--- src/rtl/eeprom_seq_pkg.sv ---
package eeprom_seq_pkg;

    localparam int FRAME_W   = 26;
    localparam int CMD_BITS  = 9;
    localparam int ADDR_W    = 6;
    localparam int DATA_W    = 16;
    localparam int BITS_W    = $clog2(FRAME_W + 1);

    localparam logic [1:0] OP_READ = 2'b10;
    localparam logic [1:0] OP_MISC = 2'b00;
    localparam logic [ADDR_W-1:0] SUB_ENABLE  = 6'b110000;
    localparam logic [ADDR_W-1:0] SUB_DISABLE = 6'b000000;

    typedef enum logic [2:0] {
        ST_BOOT,
        ST_LD_SHIFT,
        ST_LD_GAP,
        ST_IDLE,
        ST_CMD_SHIFT,
        ST_CMD_GAP
    } seq_state_t;

    // Left-aligned frame: start bit, opcode, address; trailing bits are zero.
    function automatic logic [FRAME_W-1:0] make_frame(input logic [1:0] op,
                                                      input logic [ADDR_W-1:0] adr);
        return {1'b1, op, adr, {(FRAME_W - CMD_BITS){1'b0}}};
    endfunction

endpackage

--- src/rtl/eeprom_bit_engine.sv ---
module eeprom_bit_engine
    import eeprom_seq_pkg::*;
#(
    parameter int CLK_DIV = 4
) (
    input  logic               clk,
    input  logic               rst_n,
    input  logic               start,
    input  logic [FRAME_W-1:0] tx_word,
    input  logic [BITS_W-1:0]  tx_bits,
    input  logic               miso,
    output logic               busy,
    output logic               done,
    output logic               cs,
    output logic               sk,
    output logic               mosi,
    output logic [DATA_W-1:0]  rx_word
);

    localparam int PH_W = (CLK_DIV > 2) ? $clog2(CLK_DIV) : 1;
    localparam logic [PH_W-1:0] PH_LAST = PH_W'(CLK_DIV - 1);
    localparam logic [PH_W-1:0] PH_HALF = PH_W'(CLK_DIV / 2);

    logic               run_q;
    logic               done_q;
    logic [PH_W-1:0]    ph_q;
    logic [BITS_W-1:0]  left_q;
    logic [FRAME_W-1:0] sreg_q;
    logic [DATA_W-1:0]  rx_q;

    always_ff @(posedge clk or negedge rst_n) begin
        if (!rst_n) begin
            run_q  <= 1'b0;
            done_q <= 1'b0;
            ph_q   <= '0;
            left_q <= '0;
            sreg_q <= '0;
            rx_q   <= '0;
        end else begin
            done_q <= 1'b0;
            if (!run_q) begin
                if (start) begin
                    run_q  <= 1'b1;
                    ph_q   <= '0;
                    sreg_q <= tx_word;
                    left_q <= tx_bits;
                end
            end else if (ph_q == PH_LAST) begin
                ph_q   <= '0;
                sreg_q <= {sreg_q[FRAME_W-2:0], 1'b0};
                rx_q   <= {rx_q[DATA_W-2:0], miso};
                left_q <= left_q - 1'b1;
                if (left_q == BITS_W'(1)) begin
                    run_q  <= 1'b0;
                    done_q <= 1'b1;
                end
            end else begin
                ph_q <= ph_q + 1'b1;
            end
        end
    end

    always_comb begin
        busy    = run_q;
        done    = done_q;
        cs      = run_q;
        sk      = run_q && (ph_q >= PH_HALF);
        mosi    = run_q && sreg_q[FRAME_W-1];
        rx_word = rx_q;
    end

    // serial clock confined to chip select
    a_r3_sk_inside_cs: assert property (@(posedge clk) disable iff (!rst_n)
        !cs |-> !sk);

    // outgoing data holds while the serial clock is high
    a_r3_mosi_stable_high: assert property (@(posedge clk) disable iff (!rst_n)
        (sk && $past(sk)) |-> $stable(mosi));

endmodule

--- src/rtl/eeprom_seq_ctrl.sv ---
module eeprom_seq_ctrl
    import eeprom_seq_pkg::*;
#(
    parameter int CLK_DIV    = 4,
    parameter int LOAD_WORDS = 4
) (
    input  logic               clk,
    input  logic               rst_n,
    input  logic               strap_autoload,
    input  logic               req_wr,
    input  logic               req_enable,
    input  logic               req_disable,
    input  logic               eng_busy,
    input  logic               eng_done,
    input  logic [DATA_W-1:0]  eng_rx,
    output logic               eng_start,
    output logic [FRAME_W-1:0] eng_word,
    output logic [BITS_W-1:0]  eng_bits,
    output logic               load_valid,
    output logic [ADDR_W-1:0]  load_addr,
    output logic [DATA_W-1:0]  load_data,
    output logic               init_done,
    output logic               idle,
    output logic               pend_enable,
    output logic               pend_disable
);

    localparam int IDX_W = (LOAD_WORDS > 1) ? $clog2(LOAD_WORDS) : 1;
    localparam int GAP_W = $clog2(CLK_DIV + 1);
    localparam logic [IDX_W-1:0] IDX_LAST = IDX_W'(LOAD_WORDS - 1);
    localparam logic [GAP_W-1:0] GAP_LAST = GAP_W'(CLK_DIV - 1);

    seq_state_t        state_q, state_d;
    logic [IDX_W-1:0]  idx_q;
    logic [GAP_W-1:0]  gap_q;
    logic [1:0]        pend_q;      // {enable, disable}
    logic              init_q;
    logic              in_gap, gap_end, last_word, accept;

    assign in_gap    = (state_q == ST_LD_GAP) || (state_q == ST_CMD_GAP);
    assign gap_end   = in_gap && (gap_q == GAP_LAST);
    assign last_word = (idx_q == IDX_LAST);
    assign accept    = (state_q == ST_IDLE) && req_wr && (req_enable || req_disable);

    // State register
    always_ff @(posedge clk or negedge rst_n) begin
        if (!rst_n) state_q <= ST_BOOT;
        else        state_q <= state_d;
    end

    // Next state and frame launch
    always_comb begin
        state_d   = state_q;
        eng_start = 1'b0;
        eng_word  = '0;
        eng_bits  = BITS_W'(FRAME_W);
        unique case (state_q)
            ST_BOOT: begin
                if (strap_autoload) begin
                    state_d   = ST_LD_SHIFT;
                    eng_start = 1'b1;
                    eng_word  = make_frame(OP_READ, '0);
                end else begin
                    state_d = ST_IDLE;
                end
            end
            ST_LD_SHIFT: if (eng_done) state_d = ST_LD_GAP;
            ST_LD_GAP: begin
                if (gap_end) begin
                    if (last_word) begin
                        state_d = ST_IDLE;
                    end else begin
                        state_d   = ST_LD_SHIFT;
                        eng_start = 1'b1;
                        eng_word  = make_frame(OP_READ, ADDR_W'(idx_q) + 1'b1);
                    end
                end
            end
            ST_IDLE: begin
                if (accept) begin
                    state_d   = ST_CMD_SHIFT;
                    eng_start = 1'b1;
                    eng_bits  = BITS_W'(CMD_BITS);
                    eng_word  = req_disable ? make_frame(OP_MISC, SUB_DISABLE)
                                            : make_frame(OP_MISC, SUB_ENABLE);
                end
            end
            ST_CMD_SHIFT: if (eng_done) state_d = ST_CMD_GAP;
            ST_CMD_GAP:   if (gap_end)  state_d = ST_IDLE;
            default:      state_d = ST_BOOT;
        endcase
    end

    // Counters, pending bits and init flag
    always_ff @(posedge clk or negedge rst_n) begin
        if (!rst_n) begin
            idx_q  <= '0;
            gap_q  <= '0;
            pend_q <= 2'b00;
            init_q <= 1'b0;
        end else begin
            gap_q <= in_gap ? gap_q + 1'b1 : '0;
            if ((state_q == ST_LD_GAP) && gap_end) begin
                if (last_word) init_q <= 1'b1;
                else           idx_q  <= idx_q + 1'b1;
            end
            if (accept)
                pend_q <= req_disable ? 2'b01 : 2'b10;
            else if ((state_q == ST_CMD_SHIFT) && eng_done)
                pend_q <= 2'b00;
        end
    end

    // Outputs
    always_comb begin
        load_valid   = (state_q == ST_LD_SHIFT) && eng_done;
        load_addr    = ADDR_W'(idx_q);
        load_data    = eng_rx;
        init_done    = init_q;
        idle         = (state_q == ST_IDLE);
        pend_enable  = pend_q[1];
        pend_disable = pend_q[0];
    end

    // at most one command pending
    a_r8_single_pending: assert property (@(posedge clk) disable iff (!rst_n)
        $onehot0(pend_q));

    // no request taken while autoload runs
    a_r9_no_pend_in_load: assert property (@(posedge clk) disable iff (!rst_n)
        ((state_q == ST_LD_SHIFT) || (state_q == ST_LD_GAP)) |-> (pend_q == 2'b00));

    // engine stopped during every gap
    a_r4_gap_engine_off: assert property (@(posedge clk) disable iff (!rst_n)
        in_gap |-> !eng_busy);

    // idle only with nothing in flight
    a_r5_idle_quiet: assert property (@(posedge clk) disable iff (!rst_n)
        idle |-> (!eng_busy && pend_q == 2'b00));

    // init flag never raised while words are still being read
    a_r2_init_after_load: assert property (@(posedge clk) disable iff (!rst_n)
        init_q |-> !((state_q == ST_LD_SHIFT) || (state_q == ST_LD_GAP)));

endmodule

--- src/rtl/eeprom_cmd_seq.sv ---
module eeprom_cmd_seq
    import eeprom_seq_pkg::*;
#(
    parameter int CLK_DIV    = 4,
    parameter int LOAD_WORDS = 4
) (
    input  logic        clk,
    input  logic        rst_n,
    input  logic        strap_autoload,
    input  logic        reg_wr,
    input  logic [31:0] reg_wdata,
    output logic [31:0] reg_rdata,
    output logic        ee_cs,
    output logic        ee_sk,
    output logic        ee_mosi,
    input  logic        ee_miso,
    output logic        load_valid,
    output logic [5:0]  load_addr,
    output logic [15:0] load_data
);

    logic               eng_start, eng_busy, eng_done;
    logic [FRAME_W-1:0] eng_word;
    logic [BITS_W-1:0]  eng_bits;
    logic [DATA_W-1:0]  eng_rx;
    logic               init_done, idle, pend_enable, pend_disable;

    eeprom_seq_ctrl #(
        .CLK_DIV    (CLK_DIV),
        .LOAD_WORDS (LOAD_WORDS)
    ) u_ctrl (
        .clk            (clk),
        .rst_n          (rst_n),
        .strap_autoload (strap_autoload),
        .req_wr         (reg_wr),
        .req_enable     (reg_wdata[1]),
        .req_disable    (reg_wdata[0]),
        .eng_busy       (eng_busy),
        .eng_done       (eng_done),
        .eng_rx         (eng_rx),
        .eng_start      (eng_start),
        .eng_word       (eng_word),
        .eng_bits       (eng_bits),
        .load_valid     (load_valid),
        .load_addr      (load_addr),
        .load_data      (load_data),
        .init_done      (init_done),
        .idle           (idle),
        .pend_enable    (pend_enable),
        .pend_disable   (pend_disable)
    );

    eeprom_bit_engine #(
        .CLK_DIV (CLK_DIV)
    ) u_engine (
        .clk     (clk),
        .rst_n   (rst_n),
        .start   (eng_start),
        .tx_word (eng_word),
        .tx_bits (eng_bits),
        .miso    (ee_miso),
        .busy    (eng_busy),
        .done    (eng_done),
        .cs      (ee_cs),
        .sk      (ee_sk),
        .mosi    (ee_mosi),
        .rx_word (eng_rx)
    );

    assign reg_rdata = {28'd0, init_done, idle, pend_enable, pend_disable};

    // chip select low whenever idle is reported
    a_r5_idle_cs_low: assert property (@(posedge clk) disable iff (!rst_n)
        reg_rdata[2] |-> !ee_cs);

endmodule

--- config.mk ---
export PLATFORM = sky130hd
export DESIGN_NAME = eeprom_cmd_seq
export DESIGN_NICKNAME = d
export VERILOG_FILES = /design/src/rtl/eeprom_seq_pkg.sv /design/src/rtl/eeprom_bit_engine.sv /design/src/rtl/eeprom_seq_ctrl.sv /design/src/rtl/eeprom_cmd_seq.sv
export SDC_FILE = /design/constraint.sdc
export NUM_CORES = 1
export LEC_CHECK = 0
export ABC_AREA = 1
export BUFFER_PORTS_ARGS = -buffer_cell sky130_fd_sc_hd__buf_4
export CAP_MARGIN = 20
export CORE_MARGIN = 2
export CORE_UTILIZATION = 30
export CTS_BUF_LIST = sky130_fd_sc_hd__clkbuf_4 sky130_fd_sc_hd__clkbuf_8 sky130_fd_sc_hd__clkbuf_16
export DETAILED_ROUTE_END_ITERATION = 16
export GPL_TIMING_DRIVEN = 0
export SYNTH_ARGS = -nofsm -noshare
export SYNTH_HDL_FRONTEND = slang
export SYNTH_SLANG_ARGS = --single-unit
--- constraint.sdc ---
create_clock -name clk -period 1.6 [get_ports clk]
set_input_delay 0.4 -clock clk [delete_from_list [all_inputs] [get_ports clk]]
set_output_delay 0.4 -clock clk [all_outputs]
set_load 0.01 [all_outputs]
[Word level (Yosys, flattened, before mapping)]
Index checks and enable logic that the tools add are counted.
Word-level totals
  flip-flop bits (word level): 62
  bits of input ports: 37
  output and inout bits: 58
  logic and storage cells: 92
Cells by class
  add/sub/neg operators: 5
  magnitude comparators: 1
  equality and inequality tests: 15
  multiplexer cells: 41
  bitwise gates (word level): 1
  reductions and logical operators: 18
Operators by type and width (count)
  $mux W26: 7
  $pmux W26 S3: 1
  $mux W5: 5
  $mux W23: 1
  $mux W3: 6
  $pmux W3 S6: 1
  $mux W2: 8
  $mux W1: 11
  $ne A2 B1 Y1 const B: 5
  $eq A3 B2 Y1 const B: 3
  $logic_and A1 B1 Y1: 8
  $reduce_and A2 Y1: 4
  $eq A3 B3 Y1 const B: 2
  $eq A5 B1 Y1 const B: 1
  $reduce_and A5 Y1: 1
  $sub A5 B1 Y5 const B: 1
  $add A2 B1 Y2 const B: 2
  $eq A2 B2 Y1 const B: 2
  $reduce_bool A2 Y1: 2
  $add A2 B1 Y3 const B: 1
  $add A3 B1 Y3 const B: 1
  $eq A3 B1 Y1 const B: 1
  $logic_not A3 Y1: 1
  $pmux W1 S3: 1
  other kinds (4): 5

[Depth between registers and ports, before layout]
  depth in word-level cells: 7
  gate-level depth with buffers: 9
  gate-level depth less buffers: 9

[Modules after synthesis]
From an unflattened synthesis, not the netlist that was laid out.
Unflattened totals
  cell total of the unflattened synthesis: 409
  area, all modules: 3573.4 sq um
Modules (own cells, without submodules)
  eeprom_bit_engine: times used 1, cells an instance 249, area an instance 2326.0 sq um, seq. area each 1276.2 sq um
  eeprom_seq_ctrl: times used 1, cells an instance 127, area an instance 1003.5 sq um, seq. area each 275.3 sq um
  eeprom_cmd_seq: times used 1, cells an instance 33, area an instance 244.0 sq um, seq. area each 0.0 sq um

[Least setup slack after synthesis]
No wires, ideal clock.
  path type: register to register
  from: register u_ctrl.gap_q[0]
  to: register u_engine.sreg_q[21]
  library setup time: 119 ps
  arrival time: 1325 ps
  required time: 1481 ps
  path slack: 156 ps
  stages on the path, launching flop included: 7
  buffers on the path: 0
  period minus slack after synthesis: 1444 ps
  path through: dfrtp_1 > ha_1 > ha_1 > nand4_4 > nand4_2 > nand3_1 > nand2_1
Between the ends
  cells in the longest elaborated chain, start to end: 6
  elaborated cells between the ends (all ways): 10
  classes of those cells: eq/ne: 1; mux: 6; reduce/logical: 3
Ends and longest elaborated chain
  start: declaration: RTL line eeprom_seq_ctrl.sv:35  | logic [GAP_W-1:0] gap_q;
  start signal: assignment: RTL line eeprom_seq_ctrl.sv:102  | gap_q <= in_gap ? gap_q + 1'b1 : '0;
  $eq A3 B2 Y1 (*): RTL line eeprom_seq_ctrl.sv:41  | assign gap_end = in_gap && (gap_q == GAP_LAST);
  $logic_and A1 B1 Y1 (*): RTL line eeprom_seq_ctrl.sv:41
  $mux W26 / $mux W1 (equally long branches): RTL line eeprom_seq_ctrl.sv:69  | if (gap_end) begin
  $pmux W26 S3 / $pmux W1 S3 (equally long branches): RTL line eeprom_seq_ctrl.sv:57  | unique case (state_q)
  $mux W26 / $reduce_bool A2 Y1 (equally long branches)
  $mux W26 / $reduce_and A2 Y1 (equally long branches)
  end signal: assignment: RTL line eeprom_bit_engine.sv:45  | sreg_q <= tx_word;
  end signal: assignment: RTL line eeprom_bit_engine.sv:50  | sreg_q <= {sreg_q[FRAME_W-2:0], 1'b0};
  end: declaration: RTL line eeprom_bit_engine.sv:28  | logic [FRAME_W-1:0] sreg_q;
Every way passes the cells marked *; elsewhere a longest branch is shown, timed or not. The select of a mux whose other input is x is not followed.
A chain may end at the register's enable or synchronous reset.

[Worst setup path after layout]
  from: register u_engine.ph_q[0]
  to: output ee_sk
Between the ends
  cells in the longest elaborated chain, start to end: 2
Ends and longest elaborated chain
  start: declaration: RTL line eeprom_bit_engine.sv:26  | logic [PH_W-1:0] ph_q;
  start signal: assignment: RTL line eeprom_bit_engine.sv:58  | ph_q <= ph_q + 1'b1;
  $ge A2 B2 Y1: RTL line eeprom_bit_engine.sv:67  | sk = run_q && (ph_q >= PH_HALF);
  $logic_and A1 B1 Y1: RTL line eeprom_bit_engine.sv:67
  end: declaration: RTL line eeprom_cmd_seq.sv:14  | output logic ee_sk,
Every way passes these cells.

==> key figures <==
Run status
  – Status: finished clean

Power
  – Switching power total: 0.5110 mW
  – Clk network pwr share: 0.430
  – Sequential power share: 0.492
  – Net Sw Frac: 0.2150
  – Pwr/cell area: 721.7 nW/um^2
  – Pleak: 1.837 nW
  – Int Pwr: 1.866 mW
  – Logic gate share of total power: 0.079
  – Max IR drop VDD: 0.4473 mV

Timing
  – Max_slew headroom: 0.6096
  – Final setup fails: 0
  – Slew Limit Fails: 0
  – Tcrit/Tclk final: 0.9884
  – Sum Neg Setup Slack: 0 ns
  – Worst-Margin Slew: 0.5856 ns
  – Final hold viol count: 0
  – Unrepaired setup endpoints after global routing: yes
  – Setup ws final: 0.01860 ns
  – Final Skew: 0.004236 ns
  – Highest clock rate: 632.4 MHz
  – Final min period: 1.581 ns

Yosys
  – Synth cell count leaders: 102 x nand2_1, 45 x dfrtp_1, 36 x buf_4, 19 x inv_1, 14 x nand3_1
  – Syn Inst Count: 295
  – Yosys reg bits: 45
  – Cell with the most instances after synthesis: nand2_1
  – Syn_area_per_cell: 8.627 um^2
  – Synth top area share: 0.4425
  – Post-synthesis sequential area ratio: 0.4425
  – Top cells by area, synth: dfrtp_1 44%, nand2_1 15%, buf_4 11%
  – Synth area leader: dfrtp_1
  – Post-synth EDFFs: 0
  – Mapped Area: 2545 um^2
  – Async S/R FF share, synth: 1.000
  – Most used DFF post-synth: dfrtp_1
  – YS warnings: 0
  – Netlist cell types: 31

Die
  – Initial core utilization: 0.3097
  – FP Rows: 33
  – DIE HEIGHT: 96.11 um
  – DIE WIDTH: 96.11 um
  – Die ar.: 9236 um^2
  – Core ar.: 8217 um^2
  – I/O pin cnt: 95

Worst setup path
  – Reg2Reg Depth: 8
  – CP Launch Type: flop
  – Most used cell, CP: nor2_2
  – Worst Path Buf+Inv: 2
  – Critical register-to-register path startpoint: u_ctrl.idx_q[0]
  – Crit end category: output port
  – Worst-path cell chain: inv_1, ha_2, nor2_2, nor2_2, buf_4
  – Worst EP arrival: 1.18 ns
  – Critical Path RT: 1.20 ns
  – R2R setup slack: 0.09 ns
  – CP Max Fanout: 3
  – Worst setup path start: u_engine.ph_q[0]
  – Worst setup path end: ee_sk
  – Slowest stage cell, crit path: dfrtp_1
  – Crit path largest cell delay: 0.41 ns
  – Cell count along the critical path: 5
  – FF-to-FF End: u_engine.sreg_q[18]
  – Crit path kind: flop to output port
  – CP top delay family: flip-flops

Global routing
  – Vias in the first global route: 1829
  – Global route overflow: 0
  – Initial antenna violation count: 0
  – Pin count of the biggest net entering global routing: 46
  – Total GRT Usage: 0.1127
  – First-pass GRT wire length: 8.314 mm

Clock tree
  – Hold-fix buffer count after cts: 0
  – CTS Root Cell: clkbuf_8
  – Worst-path clk slew: 0.09 ns
  – Num CTS Buffers: 5
  – CTS tree: built
  – H-tree Lvls: 2
  – Clock Tree Buf Depth: 2
  – CTS sink count: 45
  – Worst-Skew Late Latency: 0.30 ns

Job
  – Max-cap viol count: 0

Detailed routing
  – DR pass1 iterations: 4
  – Post-route ant nets: 0
  – Average wire per standard cell: 10.33 um
  – DRT Wirelength: 4.957 mm
  – Total number of vias: 1972
  – Initial DRC Count: 76
  – Number of remaining DRC errors: 0
  – Vias per inst: 4.108

Placement
  – DP Wirelength: 3.555 mm
  – RePlAce Congestion: 0.7398
  – Post-DP Area: 3033 um^2
  – I/O Buffers: 32
  – Place WS: -0.1255 ns

Cells and area
  – Final instance area: 3293 um^2
  – Seq. cell area: 1129 um^2
  – Fill count: 838
  – Area grow syn2layout: 29.40%
  – Antenna fix cells: 0
  – Final-stage net count: 418
  – Final core occ: 0.4008
  – Footprint of the multi-input gates: 1136 um^2
  – Layout cells sized above 1: 0.3413

Hold path
  – Worst hold path type: input pin to asynchronous set/reset pin
==> what timing repair did <==
action | CTS | global route
pin swaps | 3 | 3
cloned | 0 | 0
resized for setup | 13 | 10
setup endpoints to repair | 24 | 22
setup buffers | 6 | 5
==> sequential cells by signal (all words and copies together) (netlist names) <==
| register | flops |
|---|---|
| u_ctrl.gap_q | 3 |
| u_ctrl.idx_q | 2 |
| u_ctrl.init_done | 1 |
| u_ctrl.pend_q | 2 |
| u_ctrl.state_q | 3 |
| u_engine.busy | 1 |
| u_engine.done | 1 |
| u_engine.left_q | 5 |
| u_engine.ph_q | 2 |
| u_engine.rx_word | 16 |
| u_engine.sreg_q | 9 |
==> how the worst min path moves through the flow <==
stage	slack [ns]	end
after floorplan	0.10	u_ctrl.gap_q[0]
after global placement	0.42	u_ctrl.gap_q[0]
after detailed placement	0.43	u_ctrl.gap_q[0]
after CTS	0.11	u_engine.rx_word[1]
after global routing	0.15	u_engine.rx_word[1]
final	0.1	u_engine.rx_word[1]
==> through the flow <==
step / cells / hold WS (ns) / power (mW)
2_1_floorplan: 326 / 0.1044 / 1.307
3_3_place_gp: 463 / 0.4200 / 1.376
3_5_place_dp: 463 / 0.4317 / 1.378
4_1_cts: 476 / 0.1138 / 2.407
5_1_grt: 480 / 0.1456 / 2.483
6_report: 480 / 0.09532 / 2.377
==> logic make-up after synthesis <==
logic type,after synthesis,share of synthesized area
muxes,1,0.004424
AOI/OAI and AO/OA,17,0.03442
DFF,45,0.4425
other,1,0.001474
buffers and inverters,65,0.1701
xor gates and xnor gates,2,0.006884
adders and majority gates,7,0.03441
and+or+nand+nor,157,0.3058
==> metal layers <==
layer | routed length [um] | vias to the layer above | part of all wire | track usage
met1 | 2300 | 900 | 0.46 | 0.1473
met5 | 0 | - | 0 | 0
met4 | 38 | 0 | 0.0077 | 0.02500
li1 | - | 1018 | - | -
met2 | 2310 | 50 | 0.47 | 0.1852
met3 | 308 | 4 | 0.062 | 0.03211
==> worst register-to-register path, stage by stage, from the launching register on <==
cell	delay (ns)
dfrtp_1	0.42
ha_1	0.23
inv_1	0.09
nand4_4	0.18
nand3_4	0.15
nand2_4	0.08
buf_8	0.16
nand3_2	0.06
nand2_1	0.05
==> cell type report <==
cell class,instances,share of cell area
multi-input cells,216,0.3450
flip-flops and latches,45,0.3427
plain buffers,43,0.1079
repair buffers,43,0.1003
well taps,105,0.03989
inverters,20,0.02356
clock buffers,5,0.02090
clock inverters,3,0.01976
==> power groups by stage <==
stage          Combinational [mW]  Clock [mW]  Sequential (mW)
2_1_floorplan               0.110           0             1.20
3_3_place_gp                0.185           0             1.19
3_5_place_dp                0.188           0             1.19
4_1_cts                     0.188        1.05             1.17
5_1_grt                     0.213        1.10             1.17
6_report                    0.187        1.02             1.17
==> layout by cell type, fill, tap and decap left out, drive strengths merged <==
master	instances
nand2	104
buf	83
dfrtp	45
conb	32
nand3	28
inv	20
nor2	15
o21ai	14
clkbuf	8
ha	7
nand4	4
nor3	3
a21oi	2
xnor2	2
bufinv	2
or2	1
mux2	1
o21bai	1
nand3b	1
nor4	1
clkinv	1
No activity file was read; power rests on OpenSTA's default activity.
